### src/rtl/i2cctl_pkg.sv
package i2cctl_pkg;
    localparam int REG_W = 8;
    localparam logic [REG_W-1:0] REG_RESET = 8'h7D;

    localparam int F_BUSY  = 7;
    localparam int F_NOISS = 6;
    localparam int F_SDAV  = 5;
    localparam int F_SDAP  = 4;
    localparam int F_SCLM  = 3;
    localparam int F_RSVH  = 2;
    localparam int F_CRST  = 1;
    localparam int F_RSVL  = 0;

    typedef enum logic {
        BUS_FREE,
        BUS_HELD
    } bus_state_e;

    typedef enum logic [1:0] {
        REQ_IDLE,
        REQ_START,
        REQ_STOP
    } req_state_e;
endpackage

### src/rtl/line_sync.sv
module line_sync #(
    parameter int WIDTH  = 2,
    parameter int STAGES = 2
) (
    input  logic             clk,
    input  logic             rst_n,
    input  logic [WIDTH-1:0] d,
    output logic [WIDTH-1:0] q
);
    logic [WIDTH-1:0] stg [STAGES];

    for (genvar g = 0; g < STAGES; g++) begin : g_stage
        if (g == 0) begin : g_first
            always_ff @(posedge clk or negedge rst_n) begin
                if (!rst_n) stg[g] <= '1;
                else        stg[g] <= d;
            end
        end else begin : g_next
            always_ff @(posedge clk or negedge rst_n) begin
                if (!rst_n) stg[g] <= '1;
                else        stg[g] <= stg[g-1];
            end
        end
    end

    assign q = stg[STAGES-1];
endmodule

### src/rtl/cond_detect.sv
module cond_detect
    import i2cctl_pkg::*;
(
    input  logic clk,
    input  logic rst_n,
    input  logic clr,
    input  logic sda_s,
    input  logic scl_s,
    output logic busy,
    output logic start_det,
    output logic stop_det
);
    logic       sda_prev, scl_prev;
    bus_state_e state_q, state_d;

    always_ff @(posedge clk or negedge rst_n) begin
        if (!rst_n) begin
            sda_prev <= 1'b1;
            scl_prev <= 1'b1;
        end else begin
            sda_prev <= sda_s;
            scl_prev <= scl_s;
        end
    end

    always_comb begin
        start_det = scl_s && scl_prev && sda_prev && !sda_s;
        stop_det  = scl_s && scl_prev && !sda_prev && sda_s;
    end

    always_ff @(posedge clk or negedge rst_n) begin
        if (!rst_n) state_q <= BUS_FREE;
        else        state_q <= state_d;
    end

    always_comb begin
        state_d = state_q;
        if (clr) begin
            state_d = BUS_FREE;
        end else begin
            unique case (state_q)
                BUS_FREE: if (start_det) state_d = BUS_HELD;
                BUS_HELD: if (stop_det)  state_d = BUS_FREE;
                default:                 state_d = BUS_FREE;
            endcase
        end
    end

    always_comb begin
        busy = (state_q == BUS_HELD);
    end


    busy_set_chk: assert property (@(posedge clk) disable iff (!rst_n)
        (start_det && !clr) |=> busy);

    busy_clear_chk: assert property (@(posedge clk) disable iff (!rst_n)
        (stop_det && !clr) |=> !busy);

    low_scl_hold_chk: assert property (@(posedge clk) disable iff (!rst_n)
        (!scl_s && !clr) |=> $stable(busy));

    clr_busy_chk: assert property (@(posedge clk) disable iff (!rst_n)
        clr |=> !busy);
endmodule

### src/rtl/req_gen.sv
module req_gen
    import i2cctl_pkg::*;
(
    input  logic clk,
    input  logic rst_n,
    input  logic clr,
    input  logic cmd_start,
    input  logic cmd_stop,
    output logic start_req,
    output logic stop_req
);
    req_state_e state_q, state_d;

    always_ff @(posedge clk or negedge rst_n) begin
        if (!rst_n) state_q <= REQ_IDLE;
        else        state_q <= state_d;
    end

    always_comb begin
        state_d = REQ_IDLE;
        if (!clr) begin
            unique case (state_q)
                REQ_IDLE, REQ_START, REQ_STOP: begin
                    if (cmd_start)     state_d = REQ_START;
                    else if (cmd_stop) state_d = REQ_STOP;
                    else               state_d = REQ_IDLE;
                end
                default: state_d = REQ_IDLE;
            endcase
        end
    end

    always_comb begin
        start_req = (state_q == REQ_START);
        stop_req  = (state_q == REQ_STOP);
    end


    req_excl_chk: assert property (@(posedge clk) disable iff (!rst_n)
        !(start_req && stop_req));

    start_src_chk: assert property (@(posedge clk) disable iff (!rst_n)
        start_req |-> $past(cmd_start));

    stop_src_chk: assert property (@(posedge clk) disable iff (!rst_n)
        stop_req |-> $past(cmd_stop));
endmodule

### src/rtl/i2c_ctl_reg.sv
module i2c_ctl_reg
    import i2cctl_pkg::*;
#(
    parameter int SYNC_STAGES = 2
) (
    input  logic             clk,
    input  logic             rst_n,
    input  logic             wr_en,
    input  logic [REG_W-1:0] wr_data,
    output logic [REG_W-1:0] rd_data,
    input  logic             sda_in,
    input  logic             scl_in,
    input  logic             fmt_sync,
    input  logic             master_sel,
    output logic             start_req,
    output logic             stop_req,
    output logic             sda_drive
);
    logic [1:0] line_s;
    logic       sda_s, scl_s;
    logic       sdav_q, crst_q;
    logic       busy, start_det, stop_det;
    logic       cmd_ok, cmd_start, cmd_stop;

    line_sync #(.WIDTH(2), .STAGES(SYNC_STAGES)) u_sync (
        .clk(clk), .rst_n(rst_n), .d({scl_in, sda_in}), .q(line_s)
    );
    assign sda_s = line_s[0];
    assign scl_s = line_s[1];

    cond_detect u_det (
        .clk(clk), .rst_n(rst_n), .clr(crst_q),
        .sda_s(sda_s), .scl_s(scl_s),
        .busy(busy), .start_det(start_det), .stop_det(stop_det)
    );

    always_comb begin
        cmd_ok    = wr_en && master_sel && !wr_data[F_NOISS]
                    && !wr_data[F_CRST] && !crst_q;
        cmd_start = cmd_ok && wr_data[F_BUSY];
        cmd_stop  = cmd_ok && !wr_data[F_BUSY];
    end

    req_gen u_req (
        .clk(clk), .rst_n(rst_n), .clr(crst_q),
        .cmd_start(cmd_start), .cmd_stop(cmd_stop),
        .start_req(start_req), .stop_req(stop_req)
    );

    always_ff @(posedge clk or negedge rst_n) begin
        if (!rst_n) begin
            sdav_q <= REG_RESET[F_SDAV];
            crst_q <= REG_RESET[F_CRST];
        end else if (wr_en) begin
            crst_q <= wr_data[F_CRST];
            if (!wr_data[F_SDAP]) sdav_q <= wr_data[F_SDAV];
        end
    end

    always_comb begin
        rd_data          = '0;
        rd_data[F_BUSY]  = busy && !fmt_sync;
        rd_data[F_NOISS] = 1'b1;
        rd_data[F_SDAV]  = sdav_q;
        rd_data[F_SDAP]  = 1'b1;
        rd_data[F_SCLM]  = scl_s;
        rd_data[F_RSVH]  = 1'b1;
        rd_data[F_CRST]  = crst_q;
        rd_data[F_RSVL]  = 1'b1;
        sda_drive        = sdav_q;
    end


    fmt_mask_chk: assert property (@(posedge clk) disable iff (!rst_n)
        fmt_sync |-> !rd_data[F_BUSY]);

    sda_protect_chk: assert property (@(posedge clk) disable iff (!rst_n)
        (wr_en && wr_data[F_SDAP]) |=> $stable(sda_drive));

    reserved_ro_chk: assert property (@(posedge clk) disable iff (!rst_n)
        (wr_en && !wr_data[F_RSVH] && !wr_data[F_RSVL] && !wr_data[F_SCLM])
        |=> (rd_data[F_RSVH] && rd_data[F_RSVL]));

    disabled_write_chk: assert property (@(posedge clk) disable iff (!rst_n)
        (wr_en && (wr_data[F_NOISS] || !master_sel)) |=> !(start_req || stop_req));
endmodule

### config.mk
export PLATFORM = sky130hd
export DESIGN_NAME = i2c_ctl_reg
export DESIGN_NICKNAME = d
export VERILOG_FILES = /design/src/rtl/i2cctl_pkg.sv /design/src/rtl/line_sync.sv /design/src/rtl/cond_detect.sv /design/src/rtl/req_gen.sv /design/src/rtl/i2c_ctl_reg.sv
export SDC_FILE = /design/constraint.sdc
export NUM_CORES = 1
export LEC_CHECK = 0
export CAP_MARGIN = 20
export CELL_PAD_IN_SITES_DETAIL_PLACEMENT = 0
export CELL_PAD_IN_SITES_GLOBAL_PLACEMENT = 1
export CORE_ASPECT_RATIO = 0.9
export CORE_MARGIN = 8
export CORE_UTILIZATION = 28
export CTS_CLUSTER_DIAMETER = 50
export DETAILED_ROUTE_END_ITERATION = 8
export MAX_ROUTING_LAYER = met4
export PLACE_DENSITY_LB_ADDON = 0.2
export SLEW_MARGIN = 20
export SYNTH_ARGS = -nofsm -noshare
export SYNTH_HDL_FRONTEND = slang
export SYNTH_SLANG_ARGS = --single-unit
### constraint.sdc
create_clock -name clk -period 1.76 [get_ports clk]
set_clock_uncertainty 0.15 [all_clocks]
set_input_delay 0.352 -clock clk [delete_from_list [all_inputs] [get_ports clk]]
set_output_delay 0.352 -clock clk [all_outputs]
set_load 0.03 [all_outputs]
=== Yosys cells after proc, flatten, opt, wreduce, memory -nomap -nowiden ===
Index checks and enable logic that the tools add are counted.
W data, S select, Z words.

* Bits of input ports: 15
* Bits in registers: 11
* Logic and storage cells: 42

* Mux-type cells: 8
* Equality and inequality tests: 2
* Reductions and logical operators: 22
* Bitwise operators: 2

{| class="wikitable"
|+ Operators by type and width
! cell !! number
|-
| $logic_and A1 B1 Y1 || 12
|-
| $mux W2 || 4
|-
| $logic_not A1 Y1 || 7
|-
| $mux W1 || 3
|-
| $reduce_or A3 Y1 || 1
|-
| $eq A2 B1 Y1 const B || 1
|-
| $eq A2 B2 Y1 const B || 1
|-
| $logic_not A2 Y1 || 1
|-
| $not A1 Y1 || 2
|-
| $pmux W1 S2 || 1
|-
| $reduce_and A2 Y1 || 1
|}

=== Logic depth before layout (Yosys ltp) ===
Gate-level depths: netlist of run 1.

* Depth in word-level cells: 9
* Mapped depth: 3

=== Modules after synthesis ===
A second synthesis of run 1 with hierarchy kept.

* Cells, all modules: 40
* Area, all modules: 505.5 sq um

{| class="wikitable"
|+ Modules (own cells, without submodules)
! module !! instances !! area each (sq um) !! cells each !! sequential area each (sq um)
|-
| i2c_ctl_reg || 1 || 173.9 || 17 || 51.3
|-
| cond_detect || 1 || 123.9 || 10 || 77.6
|-
| line_sync || 1 || 120.1 || 6 || 105.1
|-
| req_gen || 1 || 87.6 || 7 || 50.0
|}

=== Worst setup path after synthesis of run 1 ===
OpenSTA, ideal clock, no wires.

* Path type: reg-to-output
* Start: reg u_req.state_q[1]
* End: out start_req
* Cell stages (with the launch flop): 2
* Data required time: 1.258 ns
* Setup slack: 0.448 ns
* Buffers on the path: 0
* Arrival: 0.810 ns
* Path through: dfrtp_1 nor2b_1

* Word-level cells in the longest chain between the ends: 1

{| class="wikitable"
|+ Ends and longest elaborated chain
! item !! RTL line !! RTL
|-
| from (decl) || req_gen.sv:12 || <nowiki>req_state_e state_q, state_d;</nowiki>
|-
| from (signal assigned) || req_gen.sv:16 || <nowiki>else state_q <= state_d;</nowiki>
|-
| $eq A2 B1 Y1 || req_gen.sv:34 || <nowiki>start_req = (state_q == REQ_START);</nowiki>
|-
| to (decl) || i2c_ctl_reg.sv:15 || <nowiki>output logic start_req,</nowiki>
|}

Every way passes these cells.

=== Worst setup path in the final report of run 1 ===
* Start: reg sdav_q (netlist: sda_drive)
* End: out rd_data[5]

{| class="wikitable"
|+ RTL lines
! item !! RTL line !! RTL
|-
| from (decl) || i2c_ctl_reg.sv:21 || <nowiki>logic sdav_q, crst_q;</nowiki>
|-
| from (signal assigned) || i2c_ctl_reg.sv:52 || <nowiki>sdav_q <= REG_RESET[F_SDAV];</nowiki>
|-
| from (signal assigned) || i2c_ctl_reg.sv:56 || <nowiki>if (!wr_data[F_SDAP]) sdav_q <= wr_data[F_SDAV];</nowiki>
|-
| to (decl) || i2c_ctl_reg.sv:10 || <nowiki>output logic [REG_W-1:0] rd_data,</nowiki>
|}

No word-level cell between the ends.

==> reports/metrics.csv, run 1 <==
stage,metric,value,unit
run_status,status,finished clean,
worst_hold_path,min-delay-start,u_sync.stg[2],
power,p_per_area,859,mW/mm²
global_route,grt_pass1_wl,1.35,mm
global_route,grt_max_degree,12,
place,port_buffers,18,
logic_synthesis,yosys_warnings,0,
setup_path,cp_data_arrival_time,1200,ps
power,finalPower,0.552,mW
logic_synthesis,avgSynthCellArea,13.0,µm²
layout,final_cell_area,643,µm²
setup_path,regToRegStartpoint,u_sync.q[1],
logic_synthesis,netlist_instances,35,
floorplan,initial_core_util,28.6,%
logic_synthesis,synth.top_cell.area_share,40.3,%
drt,routed_wl,840,µm
layout,layout.nets,69,
floorplan,coreArea,0.00159,mm²
sta,finalHoldViolCount,0,
clock_tree,htreeDepth,1,
run,maxCapViolCount,0,
setup_path,cpMaxStageDelayCell,dfstp_2,
global_route,antenna_found_initial,0,
drt,firstDrtPassIters,3,
logic_synthesis,synth_compound_area_share,4.66,%
global_route,grt_pass1_vias,333,
clock_tree,cts_buffer_depth,2,
setup_path,cp-end-kind,output port,
setup_path,path_buf_inv,1,
logic_synthesis,yosysUniqueCellTypes,16,
layout,syn_to_final_growth,40.8,%
layout,final_cells,77,
setup_path,critPathKind,reg -> out,
place,dp.cells,73,
drt,wl_per_cell,10.9,µm
place,dp_hpwl,703,µm
global_route,grt_overflow,0,
logic_synthesis,synth_seq_area_share,62.2,%
logic_synthesis,ys_ff_latch,11,
drt,drcViolationCount,0,
sta,timing.fmax,588,MHz
clock_tree,cts_sinks,11,
floorplan,std_cell_rows,14,
logic_synthesis,yosys.area_share.simple,15.1,%
sta,grt_setup_unrepaired,no,
floorplan,fp.dieW,58.6,µm
sta,finalCritPeriodShare,96.6,%
power,peakVddDrop,0.610,mV
floorplan,ios,26,
drt,ant_nets,0,
worst_hold_path,hp-class,reg -> reg,
logic_synthesis,post_synth_xor_area_fraction,0,%
setup_path,cpLargestDelayFamily,flip-flops,
sta,whs,205,ps
clock_tree,clkSlewWorstSetupHoldPaths,60,ps
logic_synthesis,synth.area.top_cells,"dfstp_2, dfrtp_1, buf_4, nor2b_1, mux2_4",
logic_synthesis,synth_top_family_by_area,simple AND/OR/NAND/NOR gates,
sta,finalMaxSlewViolations,0,
setup_path,required,1260,ps
place,routabilityCongestion,0.606,
logic_synthesis,synth_top_area_cell,dfstp_2,
drt,drtIter0Drc,1,
setup_path,crit_path_max_fanout,3,
setup_path,worst_path_largest_cell_delay,540,ps
worst_hold_path,holdPathStages,0,
clock_tree,ctsHoldBuffers,0,
layout,num-fill-cells,163,
layout,fin_util,40.3,%
floorplan,die_height,54.3,µm
drt,vias_per_cell,3.81,
place,place_area,621,µm²
setup_path,timing.rr.end,u_det.busy,
logic_synthesis,synthAdderAreaFrac,0,%
clock_tree,cts_tree,yes,
logic_synthesis,synth_mux_area_share,5.75,%
worst_hold_path,hold_end,u_sync.q[0],
clock_tree,insertion_delay,260,ps
setup_path,crit_chain,dlygate4sd2_1,
floorplan,dieArea,0.00318,mm²
global_route,grt_usage,6.22,%
setup_path,cp-start-kind,register,
drt,vias,293,
sta,fin_crit,1700,ps
sta,worst_slack,59.4,ps
clock_tree,cts_made_buffers,3,
setup_path,r2r_slack,580,ps
clock_tree,root_buffer,clkbuf_4,
layout,diodes,0,
place,place_ws,66.0,ps
logic_synthesis,syn-cell-area,457,µm²
power,power_leakage,0.288,nW
sta,setup_viol,0,
sta,fin_tns_setup,0,ps
layout,layout-drive-gt1-share,28.3,%
setup_path,reg2reg_depth,3,
==> worst max-delay path by stage <==
stage                     startpoint          to  cells after the start
floorplan           u_req.state_q[1]   start_req                      1
global placement           sda_drive   sda_drive                      1
finish                     sda_drive  rd_data[5]                      1
detailed placement         sda_drive   sda_drive                      1
CTS                        sda_drive   sda_drive                      1
global route               sda_drive  rd_data[5]                      1
==> registers in the layout, summed over array words and instances, names as in the netlist <==
| signal | flops |
|---|---|
| u_det.scl_prev | 1 |
| u_req.state_q | 2 |
| sda_drive | 1 |
| u_sync.stg | 2 |
| u_sync.q | 2 |
| crst_q | 1 |
| u_det.busy | 1 |
| u_det.sda_prev | 1 |
==> Yosys cell counts (all sizes together) <==
cell / count
and4bb: 1
a31oi: 1
or2: 1
nand2: 2
buf: 7
o21ai: 1
a21oi: 2
dfrtp: 4
mux2: 2
nor2: 1
and3: 1
dfstp: 7
conb: 1
nor2b: 4
==> area by class of cell <==
| cell class | count | area [µm²] | share of cell area, % |
|---|---|---|---|
| multi-input combinational | 20 | 131 | 20.4 |
| timing repair buffer | 18 | 171 | 26.7 |
| tap | 24 | 30.0 | 4.67 |
| clock buffer | 4 | 26.3 | 4.09 |
| sequential | 11 | 284 | 44.2 |
==> layout by cell type, fill, tap and decap left out, drive strengths merged <==
master,count
nor2b,4
o21ai,1
a21oi,2
or2,1
buf,2
clkdlybuf4s15,2
and4bb,1
dfstp,7
conb,4
dlygate4sd2,3
and3,1
a31oi,1
nor2,1
clkdlybuf4s50,11
mux2,2
dfrtp,4
nand2,2
clkbuf,4
==> power by group <==
part           switching [mW]  total [mW]  internal [mW]
combinational          0.0550       0.102         0.0474
sequential             0.0100       0.286          0.276
clock                  0.0762       0.164         0.0876
total                   0.141       0.552          0.411
==> per-layer routing <==
layer / vias to the layer above / global-route usage (%) / wire, µm
met3: 0 / 5.87 / 100
li1: 139 / - / -
met2: 16 / 11.2 / 461
met5: - / - / 0
met1: 138 / 4.48 / 278
met4: 0 / 1.19 / 0
==> timing repair <==
| action | 4_1_cts | 5_1_grt |
|---|---|---|
| resized for setup | 5 | 2 |
| setup buffers | 0 | 0 |
| endpoints found under the setup margin | 5 | 2 |
==> kinds of logic (layout without fill, tap and decap cells) <==
kind of cell           Yosys count  in the layout
multiplexers                     2              2
AND/OR/NAND/NOR                 10             10
buffers and inverters            7             22
flip-flops                      11             11
other                            1              4
AO/OA/AOI/OAI                    4              4
Power figures use the tool's default switching activity.
==> inputs of run 2 (changes only) <==
- SKIP_LAST_GASP: default -> 1
==> results of run 2 <==
Final layout, timing and power as in run 1 (identical DEF).
